$ cat src/rtl/cobs_dec_pkg.sv
// Shared definitions for the byte-stuffed frame decoder.
// Assumes: nothing beyond the importing modules' parameters.
package cobs_dec_pkg;

    // Position of the block walker within a frame.
    typedef enum logic [1:0] {
        PH_IDLE  = 2'd0,   // between frames, no byte of a frame seen yet
        PH_CODE  = 2'd1,   // inside a frame, next byte is a code
        PH_BLOCK = 2'd2    // inside a block, data bytes still expected
    } phase_t;

endpackage

$ cat src/rtl/cobs_block_tracker.sv
// Walks encoded frames block by block. For each accepted byte it reports
// at most one decoded byte, or, for a delimiter that closes a frame, a
// frame-end event with a truncation flag.
// Assumes: acc is high only in cycles where a byte is really taken.
module cobs_block_tracker
    import cobs_dec_pkg::*;
#(
    parameter int BYTE_W = 8
) (
    input  logic              clk,
    input  logic              rst_n,
    input  logic              acc,
    input  logic [BYTE_W-1:0] byte_in,
    output logic              dec_valid,
    output logic [BYTE_W-1:0] dec_data,
    output logic              frame_end,
    output logic              frame_err
);

    localparam logic [BYTE_W-1:0] ONE = BYTE_W'(1);

    phase_t            phase_q, phase_n;
    logic [BYTE_W-1:0] remain_q, remain_n;
    logic              big_q, big_n;
    logic              zero_due_q, zero_due_n;
    logic              is_delim;

    assign is_delim = (byte_in == '0);

    // Decide the decoded byte and the next walker state for this byte.
    always_comb begin
        phase_n    = phase_q;
        remain_n   = remain_q;
        big_n      = big_q;
        zero_due_n = zero_due_q;
        dec_valid  = 1'b0;
        dec_data   = byte_in;
        frame_end  = 1'b0;
        frame_err  = 1'b0;
        if (acc) begin
            if (is_delim) begin
                frame_end  = (phase_q != PH_IDLE);
                frame_err  = (phase_q == PH_BLOCK);
                phase_n    = PH_IDLE;
                remain_n   = '0;
                zero_due_n = 1'b0;
            end else begin
                case (phase_q)
                    PH_BLOCK: begin
                        dec_valid = 1'b1;
                        dec_data  = byte_in;
                        remain_n  = remain_q - ONE;
                        if (remain_q == ONE) begin
                            phase_n    = PH_CODE;
                            zero_due_n = !big_q;
                        end
                    end
                    default: begin
                        dec_valid  = zero_due_q;
                        dec_data   = '0;
                        big_n      = &byte_in;
                        remain_n   = byte_in - ONE;
                        zero_due_n = 1'b0;
                        if (byte_in == ONE) begin
                            phase_n    = PH_CODE;
                            zero_due_n = 1'b1;
                        end else begin
                            phase_n    = PH_BLOCK;
                        end
                    end
                endcase
            end
        end
    end

    // Register the walker state; reset returns it to awaiting a frame.
    always_ff @(posedge clk) begin
        if (!rst_n) begin
            phase_q    <= PH_IDLE;
            remain_q   <= '0;
            big_q      <= 1'b0;
            zero_due_q <= 1'b0;
        end else begin
            phase_q    <= phase_n;
            remain_q   <= remain_n;
            big_q      <= big_n;
            zero_due_q <= zero_due_n;
        end
    end

    AST_DELIM_CLOSES: assert property (@(posedge clk) disable iff (!rst_n)
        (acc && is_delim) |=> (phase_q == PH_IDLE && !zero_due_q)) else $error("delimiter left frame open");

    AST_BLOCK_HAS_DATA: assert property (@(posedge clk) disable iff (!rst_n)
        (phase_q == PH_BLOCK) |-> (remain_q != '0)) else $error("block phase with no bytes due");

    AST_MAX_NO_ZERO: assert property (@(posedge clk) disable iff (!rst_n)
        (acc && !is_delim && phase_q == PH_BLOCK && big_q && remain_q == ONE) |=> !zero_due_q) else $error("zero pending after max code");

endmodule

$ cat src/rtl/cobs_holdback.sv
// Keeps the most recent decoded byte back by one so that the frame's
// final byte can be marked once the delimiter arrives. Produces at most
// one output beat per accepted input byte.
// Assumes: dec_valid and frame_end are never high together.
module cobs_holdback #(
    parameter int BYTE_W = 8
) (
    input  logic              clk,
    input  logic              rst_n,
    input  logic              acc,
    input  logic              dec_valid,
    input  logic [BYTE_W-1:0] dec_data,
    input  logic              frame_end,
    input  logic              frame_err,
    output logic              emit,
    output logic [BYTE_W-1:0] emit_data,
    output logic              emit_last,
    output logic              emit_user
);

    logic              held_valid_q;
    logic [BYTE_W-1:0] held_data_q;

    // Release the held byte when a newer one arrives or the frame closes.
    always_comb begin
        emit      = acc && ((dec_valid && held_valid_q) || frame_end);
        emit_last = frame_end;
        emit_user = frame_end && (frame_err || !held_valid_q);
        emit_data = held_valid_q ? held_data_q : '0;
    end

    // Capture each decoded byte; empty the slot when a frame closes.
    always_ff @(posedge clk) begin
        if (!rst_n) begin
            held_valid_q <= 1'b0;
            held_data_q  <= '0;
        end else if (acc) begin
            if (frame_end) begin
                held_valid_q <= 1'b0;
            end else if (dec_valid) begin
                held_valid_q <= 1'b1;
                held_data_q  <= dec_data;
            end
        end
    end

    AST_FRAME_FLUSH: assert property (@(posedge clk) disable iff (!rst_n)
        (acc && frame_end) |=> !held_valid_q) else $error("byte kept across frame end");

    AST_ONE_SOURCE: assert property (@(posedge clk) disable iff (!rst_n)
        !(dec_valid && frame_end)) else $error("decode and frame end together");

endmodule

$ cat src/rtl/cobs_out_stage.sv
// Single output register with valid/ready. It can take a new beat when
// empty or when the current one leaves in the same cycle.
// Assumes: load is raised only while can_take is high.
module cobs_out_stage #(
    parameter int BYTE_W = 8
) (
    input  logic              clk,
    input  logic              rst_n,
    input  logic              load,
    input  logic [BYTE_W-1:0] ld_data,
    input  logic              ld_last,
    input  logic              ld_user,
    input  logic              m_ready,
    output logic              can_take,
    output logic              m_valid,
    output logic [BYTE_W-1:0] m_data,
    output logic              m_last,
    output logic              m_user
);

    assign can_take = !m_valid || m_ready;

    // Hold the beat until taken; replace it when a new one is loaded.
    always_ff @(posedge clk) begin
        if (!rst_n) begin
            m_valid <= 1'b0;
            m_data  <= '0;
            m_last  <= 1'b0;
            m_user  <= 1'b0;
        end else if (load) begin
            m_valid <= 1'b1;
            m_data  <= ld_data;
            m_last  <= ld_last;
            m_user  <= ld_user;
        end else if (m_ready) begin
            m_valid <= 1'b0;
        end
    end

    AST_STALL_STABLE: assert property (@(posedge clk) disable iff (!rst_n)
        (m_valid && !m_ready) |=> (m_valid && $stable(m_data) && $stable(m_last) && $stable(m_user))) else $error("output changed while stalled");

    AST_NO_OVERWRITE: assert property (@(posedge clk) disable iff (!rst_n)
        load |-> can_take) else $error("beat loaded over a stalled one");

endmodule

$ cat src/rtl/cobs_frame_decoder.sv
// Top level: decodes zero-delimited, byte-stuffed frames into plain byte
// frames with last and error flags on the final byte.
// Assumes: the sender keeps in_data steady until in_ready is seen high.
module cobs_frame_decoder #(
    parameter int BYTE_W = 8
) (
    input  logic              clk,
    input  logic              rst_n,
    input  logic [BYTE_W-1:0] in_data,
    input  logic              in_valid,
    output logic              in_ready,
    output logic [BYTE_W-1:0] out_data,
    output logic              out_valid,
    input  logic              out_ready,
    output logic              out_last,
    output logic              out_user
);

    logic              acc;
    logic              dec_valid;
    logic [BYTE_W-1:0] dec_data;
    logic              frame_end;
    logic              frame_err;
    logic              emit;
    logic [BYTE_W-1:0] emit_data;
    logic              emit_last;
    logic              emit_user;
    logic              can_take;

    // A byte is taken only when the output register has room for its result.
    assign in_ready = can_take;
    assign acc      = in_valid && can_take;

    cobs_block_tracker #(.BYTE_W(BYTE_W)) u_tracker (
        .clk       (clk),
        .rst_n     (rst_n),
        .acc       (acc),
        .byte_in   (in_data),
        .dec_valid (dec_valid),
        .dec_data  (dec_data),
        .frame_end (frame_end),
        .frame_err (frame_err)
    );

    cobs_holdback #(.BYTE_W(BYTE_W)) u_hold (
        .clk       (clk),
        .rst_n     (rst_n),
        .acc       (acc),
        .dec_valid (dec_valid),
        .dec_data  (dec_data),
        .frame_end (frame_end),
        .frame_err (frame_err),
        .emit      (emit),
        .emit_data (emit_data),
        .emit_last (emit_last),
        .emit_user (emit_user)
    );

    cobs_out_stage #(.BYTE_W(BYTE_W)) u_out (
        .clk      (clk),
        .rst_n    (rst_n),
        .load     (emit),
        .ld_data  (emit_data),
        .ld_last  (emit_last),
        .ld_user  (emit_user),
        .m_ready  (out_ready),
        .can_take (can_take),
        .m_valid  (out_valid),
        .m_data   (out_data),
        .m_last   (out_last),
        .m_user   (out_user)
    );

    AST_USER_ON_LAST: assert property (@(posedge clk) disable iff (!rst_n)
        (out_valid && !out_last) |-> !out_user) else $error("error flag away from frame end");

    AST_BLOCKED_INPUT: assert property (@(posedge clk) disable iff (!rst_n)
        (out_valid && !out_ready) |-> !in_ready) else $error("input taken while output stalled");

endmodule

$ cat config.mk
export PLATFORM = sky130hd
export DESIGN_NAME = cobs_frame_decoder
export DESIGN_NICKNAME = d
export VERILOG_FILES = /design/src/rtl/cobs_dec_pkg.sv /design/src/rtl/cobs_block_tracker.sv /design/src/rtl/cobs_holdback.sv /design/src/rtl/cobs_out_stage.sv /design/src/rtl/cobs_frame_decoder.sv
export SDC_FILE = /design/constraint.sdc
export NUM_CORES = 1
export LEC_CHECK = 0
export ABC_AREA = 1
export ABC_CLOCK_PERIOD_IN_PS = 1800
export BUFFER_PORTS_ARGS = -buffer_cell sky130_fd_sc_hd__buf_2
export CORE_MARGIN = 10
export CORE_UTILIZATION = 45
export CTS_CLUSTER_DIAMETER = 30
export DETAILED_ROUTE_END_ITERATION = 8
export MAX_ROUTING_LAYER = met4
export PLACE_DENSITY = 0.73
export RECOVER_POWER = 100
export SYNTH_ARGS = -nofsm -noshare
export SYNTH_HDL_FRONTEND = slang
export SYNTH_SLANG_ARGS = --single-unit
$ cat constraint.sdc
create_clock -name clk -period 1.8 [get_ports clk]
set_input_delay 0.18 -clock clk [delete_from_list [all_inputs] [get_ports clk]]
set_output_delay 0.18 -clock clk [all_outputs]
set_load 0.005 [all_outputs]
==> run metrics, run 1 <==
worst skew pair latency=about 0.28 ns; Peak Freq=between 600 and 700 MHz; reg2reg setup slack=between 0.2 and 0.3 ns; Pwr Total=0.00177 W; post-synthesis cell type count=27; WL met3=approximately 150 um; WP data arrival=~1.7 ns; Nets=316; Final Cycle Share=between 80% and 90%; Starting Density=46.4%; Post-Syn Nets=about 290; CP Max Fanout=13; Setup Buffers After CTS=0; Final Hold Viols=0; most frequent CP cell=nand2_1; Post-Place Cells=~340; routed vias=1751; relative slew slack=about 56%; Crit. End Element=register; WP buf/inv=1; status=finished, final reports clean; Site Rows=23; final instance area=0.00206 sq mm; Setup Total Neg Slack=0 ns; post-synthesis sequential area ratio=around a third; Via density=5.02; Reg-to-Reg End=u_out.m_data[0]$_SDFFE_PN0P_; post_cts resized=0; synthesized area=0.00184 sq mm; number of global-route vias before repair=roughly 1600; Critical Path RT=around 2 ns; synthesized flop and latch total=32; clk buf depth=2; port bufs=23; die area=around 0.007 sq mm; placeable core area=slightly below 0.004 sq mm; P&R area growth vs syn=11.8%; Critical Path End=u_out.m_data[0]$_SDFFE_PN0P_; layout cells sized above 1=roughly 14%; io pins=24; crit path launch=u_out.m_valid$_SDFFE_PN0P_; CTS Hold Bufs=0; TritonCTS buffer count=5; final setup violation count=0; Ys Warns=0; WS Path Type=register to register; drt pass-1 iters=4; top cell type's share of synthesized area=34.8%; CTS sink count=32; VDD IR-drop max=about 0.00032 V; DIE WIDTH=between 80 and 90 um; Hold Path Class=input port to register; Routed WL per cell=12.3 um; Placer Congestion=0.937; CP top delay family=simple AND/OR/NAND/NOR gates; slowest cell on the critical path=dfxtp_1; Residual DRC=0; die height=84.0 um; cell accounting for the most synthesized area=dfxtp_1; Max Used Layer=met4; Post-DRT Antenna Nets=0; CTS tree=done; first-pass GRT wire length=~7400 um; Synth area leaders=dfxtp_1 35%, nand2_1 14%, a21oi_1 7.6%; Root Buffer Master=clkbuf_8; most common cell after layout, fill and taps aside=nand2_1; CP Depth=8; ant diodes=0; critical-path cell list=inv_1 > nor2_1 > nor2_2 > nand3_2 > nand2_1 > nand2_1 > nand2_1 > nor2_1; fin cells=roughly 350; RSZ-0062 raised after global routing=no; slowest stage delay, CP=0.31 ns; commonest cells after routing, fill and taps aside=73 x nand2_1, 32 x dfxtp_1, 29 x inv_1, 29 x nor2_1, 28 x a21oi_1; Syn Area/Cell=approximately 6.7 sq um; placed inst area=a little under 0.002 sq mm; H-tree depth=2; reg2reg start=u_out.m_valid$_SDFFE_PN0P_; post-synthesis cell count=between 200 and 300; launching element type of the critical path=register; hold depth=3; Metal-1 WL=2250 um; pin count of the biggest net entering global routing=22; Pins Over Slew Limit=0; final WL=4290 um; all-layer global routing usage=about an eighth; drt initial violations=about 150; post-DP HPWL=3270 um; Tightest Pin Transition=between 0.6 and 0.7 ns; Max Cap Violations=0; Power Dens Cells=~860 mW/mm^2; Final Skew=approximately 0.0033 ns; fill count=401; clk slew on worst S/H paths=~0.07 ns; Worst Reg-to-Reg Cells=8; grt ovf=0; DR WL met2=1850 um; Lkg Pwr=0.967 nW; initial antenna violation count=0; Period minus WS final=about 1.5 ns
-- cells in the mapped netlist --
| cell | count |
|---|---|
| dfxtp_1 | 32 |
| clkbuf_1 | 5 |
| nand2_1 | 71 |
| nor2_4 | 2 |
| nand2_4 | 4 |
| buf_6 | 3 |
| nor2_1 | 28 |
| ha_1 | 6 |
| nor3_1 | 1 |
| o21ai_1 | 1 |
| nand3b_1 | 4 |
| or2_2 | 1 |
| a22oi_1 | 4 |
| nor2_2 | 5 |
| a21oi_1 | 28 |
| inv_4 | 1 |
| nand4_1 | 3 |
| inv_1 | 28 |
| nand2_2 | 1 |
| nand3_2 | 2 |
| o21bai_1 | 1 |
| nand3_1 | 27 |
| inv_2 | 3 |
| o211ai_1 | 1 |
| buf_4 | 1 |
| nand4_2 | 1 |
| o21ai_0 | 10 |
-- final cells by class --
cell class	count	area (sq um)	share of cell area (%)
well taps	50	62.6	3.04
multi-input cells	201	1000	48.6
flip-flops and latches	32	641	31.1
inverters	32	123	5.95
clock buffers	6	72.6	3.52
repair buffers	26	126	6.13
clock inverters	2	35.0	1.70
-- report_power, final --
group	total (W)	switching (W)	internal (W)
combinational	0.000319	0.000209	0.000110
sequential	0.000777	0.0000299	0.000747
clock	0.000671	0.000261	0.000410
-- routing by layer --
metal | GRT usage [%] | vias up
met5 | - | -
met3 | 3.52 | 7
met1 | 15.7 | 778
li1 | - | 930
met4 | 4.57 | 0
met2 | 18.3 | 36
-- worst register-to-register path, delay by kind of cell (launching register included) --
family / cells / cell delay (ns)
DFF: 1 / 0.31
buffers and inverters: 1 / 0.05
and+or+nand+nor: 7 / 1.06
-- cell families after synthesis --
group           synth area share [%]
simple gates                    38.2
compound gates                  13.0
buf+inv                         9.91
flops                           34.8
fa+ha+maj                       4.07
-- sequential cells by signal, indices dropped and copies added (netlist names) --
name	count
u_tracker.phase_q	2
u_out.m_last	1
u_tracker.big_q	1
u_hold.held_data_q	8
u_out.m_data	8
u_out.m_user	1
u_hold.held_valid_q	1
u_tracker.remain_q	8
u_out.m_valid	1
u_tracker.zero_due_q	1
-- worst min path at each step --
stage,start,to,slack (ns)
after global placement,u_hold.held_data_q[3]$_SDFFE_PN0P_,u_hold.held_data_q[3]$_SDFFE_PN0P_,0.46
after CTS,in_data[4],u_hold.held_data_q[4]$_SDFFE_PN0P_,0.20
after detailed placement,u_hold.held_data_q[6]$_SDFFE_PN0P_,u_hold.held_data_q[6]$_SDFFE_PN0P_,0.46
final,in_data[7],u_hold.held_data_q[7]$_SDFFE_PN0P_,0.20
after global routing,in_data[4],u_hold.held_data_q[4]$_SDFFE_PN0P_,0.21
after floorplan,rst_n,u_tracker.big_q$_SDFFE_PN0P_,0.32
-- stage by stage --
| stage | setup slack [ns] | util, % | hold slack (ns) |
|---|---|---|---|
| 3_3_place_gp | 0.260 | 49.9 | 0.460 |
| 6_report | 0.287 | 51.9 | 0.199 |
| 4_1_cts | 0.272 | 52.6 | 0.197 |
| 2_1_floorplan | 0.541 | - | 0.318 |
| 3_5_place_dp | 0.180 | 49.9 | 0.460 |
| 5_1_grt | 0.0725 | 51.9 | 0.208 |
Power figures use the tool's default switching activity.
==> run 2: changes to the inputs <==
Settings changed: ABC_CLOCK_PERIOD_IN_PS 1800 to 1400.
Clock period 1.8 ns to 1.4 ns, I/O delays scaled along.
==> run 2 against run 1 <==
  * Via count is 5.9% higher
  * Critical path depth is 1 lower
  * Die area unchanged
  * First-iteration DRC count fell by 30%
  * Combinational power rose by 55%
  * Setup slack got worse by 0.19 ns
  * Critical path type unchanged
  * Critical endpoint is now u_out.m_data[5]$_SDFFE_PN0P_
  * Highest routed layer unchanged
==> run metrics, run 2 (synthesis gave the netlist of run 1 again) <==
Hold Path Class=input port to register; top flop regs=u_hold.held_data_q x8, u_out.m_data x8, u_tracker.remain_q x8; Root Buffer Master=clkbuf_8; Starting Density=46.4% (unchanged); P&R area growth vs syn=22.4%; Placer Congestion=0.898 (-4.1%); Final Skew=0.00411 ns (+0.000843 ns); Routed WL per cell=12.4 um (+0.73%); launching element type of the critical path=register; Max Used Layer=met4; Power Dens Cells=1050 mW/mm^2 (+22%); WP buf/inv=2 (+1); H-tree depth=2 (unchanged); Metal-1 WL=2320 um (+3.1%); Final Cycle Share=93.1% (+9.0 points); Via density=5.08 (+1.3%); clk slew on worst S/H paths=0.07 ns (about the same); CP Max Fanout=10 (-3); drt pass-1 iters=4 (unchanged); Period minus WS final=1.30 ns (-0.210 ns); reg2reg setup slack=0.1 ns (-0.19 ns); drt initial violations=103 (-30%); port bufs=23 (unchanged); Post-DRT Antenna Nets=0 (unchanged); DIE WIDTH=84.0 um (unchanged); WS Path Type=register to register; Site Rows=23 (unchanged); Residual DRC=0 (unchanged); CP top delay family=simple AND/OR/NAND/NOR gates; die area=0.00706 sq mm (unchanged); number of global-route vias before repair=1817 (+12%); VDD IR-drop max=0.000461 V (+44%); Critical Path RT=1.58 ns (-0.40 ns); die height=84.0 um (unchanged); CTS tree=done; placeable core area=0.00397 sq mm (unchanged); first-pass GRT wire length=7860 um (+6.8%); Pwr Total=0.00236 W (+34%); initial antenna violation count=0 (unchanged); Max Cap Violations=0 (unchanged); Crit. End Element=register; Tightest Pin Transition=0.257 ns (-0.399 ns); Lkg Pwr=1.06 nW (+9.4%); io pins=24 (unchanged); Setup Total Neg Slack=0 ns (unchanged); critical-path cell list=inv_1 > nor2_2 > nor2_4 > nand3_2 > buf_4 > a22oi_1 > nor2_1; Pins Over Slew Limit=0 (unchanged); all-layer global routing usage=13.4% (+0.93 points); CTS Hold Bufs=0 (unchanged); ant diodes=0 (unchanged); Final Hold Viols=0 (unchanged); WP data arrival=1.48 ns (-0.21 ns); worst skew pair latency=0.29 ns (about the same); final setup violation count=0 (unchanged); slowest stage delay, CP=0.31 ns (about the same); most common cell after layout, fill and taps aside=nand2_1; RSZ-0062 raised after global routing=yes; status=finished, final reports clean; CTS sink count=32 (unchanged); routed vias=1855 (+5.9%); layout cells sized above 1=21.6% (+7.9 points); Peak Freq=767 MHz (+16%); final WL=4510 um (+5.3%); clk buf depth=2 (unchanged); slowest cell on the critical path=dfxtp_1; fill count=381 (-5.0%); DR WL met2=2000 um (+8.1%); relative slew slack=82.9% (+27 points); TritonCTS buffer count=5 (unchanged); post-DP HPWL=3450 um (+5.5%); WL met3=119 um (-23%); grt ovf=0 (unchanged); Nets=332 (+5.1%); commonest cells after routing, fill and taps aside=70 x nand2_1, 32 x dfxtp_1, 28 x inv_1, 28 x a21oi_1, 27 x nand3_1; pin count of the biggest net entering global routing=19 (-14%)
[run 2: cell types whose count changed in the layout (fill, tap and decap cells not counted), moves of 2 or more]
cell | previous run | this run
o21ai_1 | 0 | 2
o21ai_0 | 11 | 8
nand2_4 | 3 | 5
nor2_1 | 29 | 26
nand2_1 | 73 | 70
buf_4 | 2 | 16
buf_6 | 0 | 2
nor2_2 | 4 | 6
[run 2: worst paths after layout]
check / depth (start not counted) / end / startpoint
min: 3 / u_hold.held_data_q[7]$_SDFFE_PN0P_ / in_data[7]
max reg2reg: 7 / u_out.m_data[5]$_SDFFE_PN0P_ / u_out.m_valid$_SDFFE_PN0P_
min reg2reg: 2 / u_out.m_last$_SDFFE_PN0P_ / u_out.m_last$_SDFFE_PN0P_
max: 7 / u_out.m_data[5]$_SDFFE_PN0P_ / u_out.m_valid$_SDFFE_PN0P_
[run 2: area by class of cell]
class	count	area [sq um]	area share, %
Inverter	32	123	5.44
Timing Repair Buffer	42	270	12.0
Sequential cell	32	641	28.4
Tap cell	50	62.6	2.77
Clock inverter	2	35.0	1.55
Multi-Input combinational cell	201	1050	46.6
Clock buffer	6	72.6	3.22
[run 2: worst reg2reg max path: cells and delay by family, from the launching register on]
family                 cells  cell delay [ns]
flip-flops                 1             0.31
AND/OR/NAND/NOR            4             0.47
buffers and inverters      2             0.25
AO/OA/AOI/OAI              1             0.17
[run 2: repair_timing]
action	4_1_cts	5_1_grt
resized for setup	0	13
endpoints found under the setup margin	0	27
buffers inserted	0	1
[run 2: per-stage QoR]
stage | setup slack, ns | std cells | util (%) | hold WS, ns | area [sq um]
after global placement | 0.0205 | 355 | 52.9 | 0.434 | 2100
final | 0.0965 | 365 | 56.8 | 0.140 | 2260
after global routing | -0.0141 | 365 | 56.8 | 0.159 | 2260
after CTS | 0.0110 | 363 | 55.6 | 0.135 | 2210
after floorplan | 0.141 | 274 | - | 0.278 | 1840
after detailed placement | -0.00378 | 355 | 52.9 | 0.437 | 2100
[run 2: power breakdown]
group / leakage (nW) / internal, W / switching [W]
logic: 0.742 / 0.000196 / 0.000299
clock network: 0.0552 / 0.000528 / 0.000344
registers: 0.261 / 0.000960 / 0.0000372
[run 2: metal layers]
layer  track usage (%)  up-vias
met4              6.39        0
met1              15.9      847
met2              21.3       34
li1                  -      964
met5                 -        -
met3              2.15       10
==> run 3: changes to the inputs <==
Settings changed: ABC_CLOCK_PERIOD_IN_PS 1400 to 1250.
Clock period 1.4 ns to 1.25 ns, I/O delays scaled along.
==> run 3 against run 2 <==
  * The flow now finishes with violations (setup timing)
  * Clock power up 13%
  * Die area unchanged
  * First-iteration DRC count up 44%
  * Fmax down 3.3%
  * Largest cell class unchanged
==> run metrics, run 3 (synthesis gave the netlist of run 1 again) <==
grt ovf=0 (unchanged); WS Path Type=register to register; fill count=341 (-10%); Tightest Pin Transition=0.282 ns (+0.0256 ns); first-pass GRT wire length=8570 um (+9.0%); Starting Density=46.4% (unchanged); GR Util met1=17.4% (+1.5 points); Crit. End Element=register; number of global-route vias before repair=1932 (+6.3%); global-route track usage on met3=3.42% (+1.3 points); busiest layer in global routing=met2; Lkg Pwr=1.18 nW (+12%); clk slew on worst S/H paths=0.07 ns (about the same); worst skew pair latency=0.29 ns (about the same); Power Dens Cells=1100 mW/mm^2 (+4.9%); layout cells sized above 1=37.0% (+15 points); VDD IR-drop max=0.000542 V (+18%); Worst Reg-to-Reg Cells=9 (+2); WP data arrival=1.57 ns (+0.09 ns); routed vias=1961 (+5.7%); Fin Hold WS=0.178 ns (+0.0386 ns); relative slew slack=81.2% (-1.7 points); most common cell after layout, fill and taps aside=nand2_1; Finished Core Util=64.3% (+7.5 points); final WL=5220 um (+16%); top flop regs=u_hold.held_data_q x8, u_out.m_data x8, u_tracker.remain_q x8; Post-DRT Antenna Nets=0 (unchanged); all-layer global routing usage=14.5% (+1.1 points); post-DP HPWL=3520 um (+2.2%); Nets=349 (+5.1%); Max Cap Violations=0 (unchanged); TritonCTS buffer count=5 (unchanged); placeable core area=0.00397 sq mm (unchanged); RSZ-0062 raised after global routing=yes; GRT met2 Usage=22.2% (+0.84 points); die height=84.0 um (unchanged); port bufs=23 (unchanged); Pins Over Slew Limit=0 (unchanged); initial antenna violation count=0 (unchanged); Placer Congestion=0.906 (+0.80%); Period minus WS final=1.35 ns (+0.0440 ns); Root Buffer Master=clkbuf_8; CP Max Fanout=6 (-4); drt pass-1 iters=4 (unchanged); drt initial violations=148 (+44%); Routed WL per cell=13.6 um (+10%); status=finished with violations; commonest cells after routing, fill and taps aside=63 x nand2_1, 31 x buf_4, 28 x dfxtp_1; die area=0.00706 sq mm (unchanged); DIE WIDTH=84.0 um (unchanged); final setup violation count=16 (+16); final worst slack=-0.0975 ns (-0.194 ns); CTS sink count=32 (unchanged); Peak Freq=742 MHz (-3.3%); Via density=5.12 (+0.75%); clk buf depth=2 (unchanged); Final Skew=0.00518 ns (+0.00106 ns); pin count of the biggest net entering global routing=22 (+3); Residual DRC=0 (unchanged); failing checks=setup timing; hold depth=3 (unchanged); Site Rows=23 (unchanged); Final Cycle Share=108% (+15 points); H-tree depth=2 (unchanged); io pins=24 (unchanged); Final Hold Viols=0 (unchanged); CTS Hold Bufs=0 (unchanged); CTS tree=done; P&R area growth vs syn=38.6%; Critical Path RT=1.48 ns (-0.10 ns); launching element type of the critical path=register; Hold Path Class=input port to register
run 3: cell types whose count changed in the layout (fill, tap and decap cells not counted), moves of 6 or more:
cell      delta
a21oi_1      -6
a21oi_2      +6
buf_2        +6
buf_4       +15
clkbuf_1     -6
nand2_1      -7
nand2_2      +6
run 3: cell type report:
class	instances	area, sq um	share of cell area, %
multi-input combinational	201	1190	46.6
sequential	32	648	25.4
timing repair buffer	59	413	16.2
inverter	32	130	5.10
clock buffer	6	72.6	2.84
tap	50	62.6	2.45
clock inverter	2	35.0	1.37
antenna	1	2.50	0.0980
run 3: metal layers:
| metal | vias up | share of wire, % | routed length (um) |
|---|---|---|---|
| met5 | - | 0 | 0 |
| met4 | 0 | 2.2 | 116 |
| met3 | 13 | 4.6 | 242 |
| met2 | 59 | 49 | 2570 |
| met1 | 894 | 44 | 2300 |
| li1 | 995 | - | - |
run 3: per-stage QoR:
stage               total power (W)  setup WS (ns)  std cells  setup TNS, ns  instance area (sq um)
finish                      0.00281        -0.0975        383         -0.623                   2550
global route                0.00294         -0.182        382          -2.92                   2550
CTS                         0.00271        -0.0231        380         -0.142                   2390
detailed placement          0.00171         -0.165        371          -3.06                   2230
global placement            0.00170        -0.0814        371          -1.43                   2230
floorplan                   0.00148         0.0183        274              0                   1850
run 3: critical path, cell delays in order, from the launching register on:
cell and delay [ns]:
dfxtp_2 0.34, inv_2 0.05, nor2_4 0.13, inv_2 0.09, nand2_4 0.09, nand4_4 0.15
buf_6 0.18, nand3b_1 0.09, nand2_1 0.07, nor2_1 0.09
run 3: report_power, final:
part           switching, W  internal [W]
clock network      0.000396      0.000591
registers         0.0000489       0.00108
logic              0.000403      0.000292
run 3: final timing paths:
| kind | slack, ns | start | to |
|---|---|---|---|
| setup / recovery | -0.1 | u_tracker.phase_q[1]$_SDFFE_PN0P_ | u_out.m_data[6]$_SDFFE_PN0P_ |
| hold / removal | 0.18 | rst_n | u_out.m_data[7]$_SDFFE_PN0P_ |
| hold reg to reg | 0.47 | u_hold.held_data_q[0]$_SDFFE_PN0P_ | u_hold.held_data_q[0]$_SDFFE_PN0P_ |
| setup reg to reg | -0.1 | u_tracker.phase_q[1]$_SDFFE_PN0P_ | u_out.m_data[6]$_SDFFE_PN0P_ |
run 3: repair_timing:
| item | CTS | global route |
|---|---|---|
| gates cloned | 1 | 0 |
| buffers inserted | 0 | 2 |
| resized for setup | 13 | 44 |
| setup endpoints to repair | 16 | 33 |
| pin swaps | 1 | 28 |
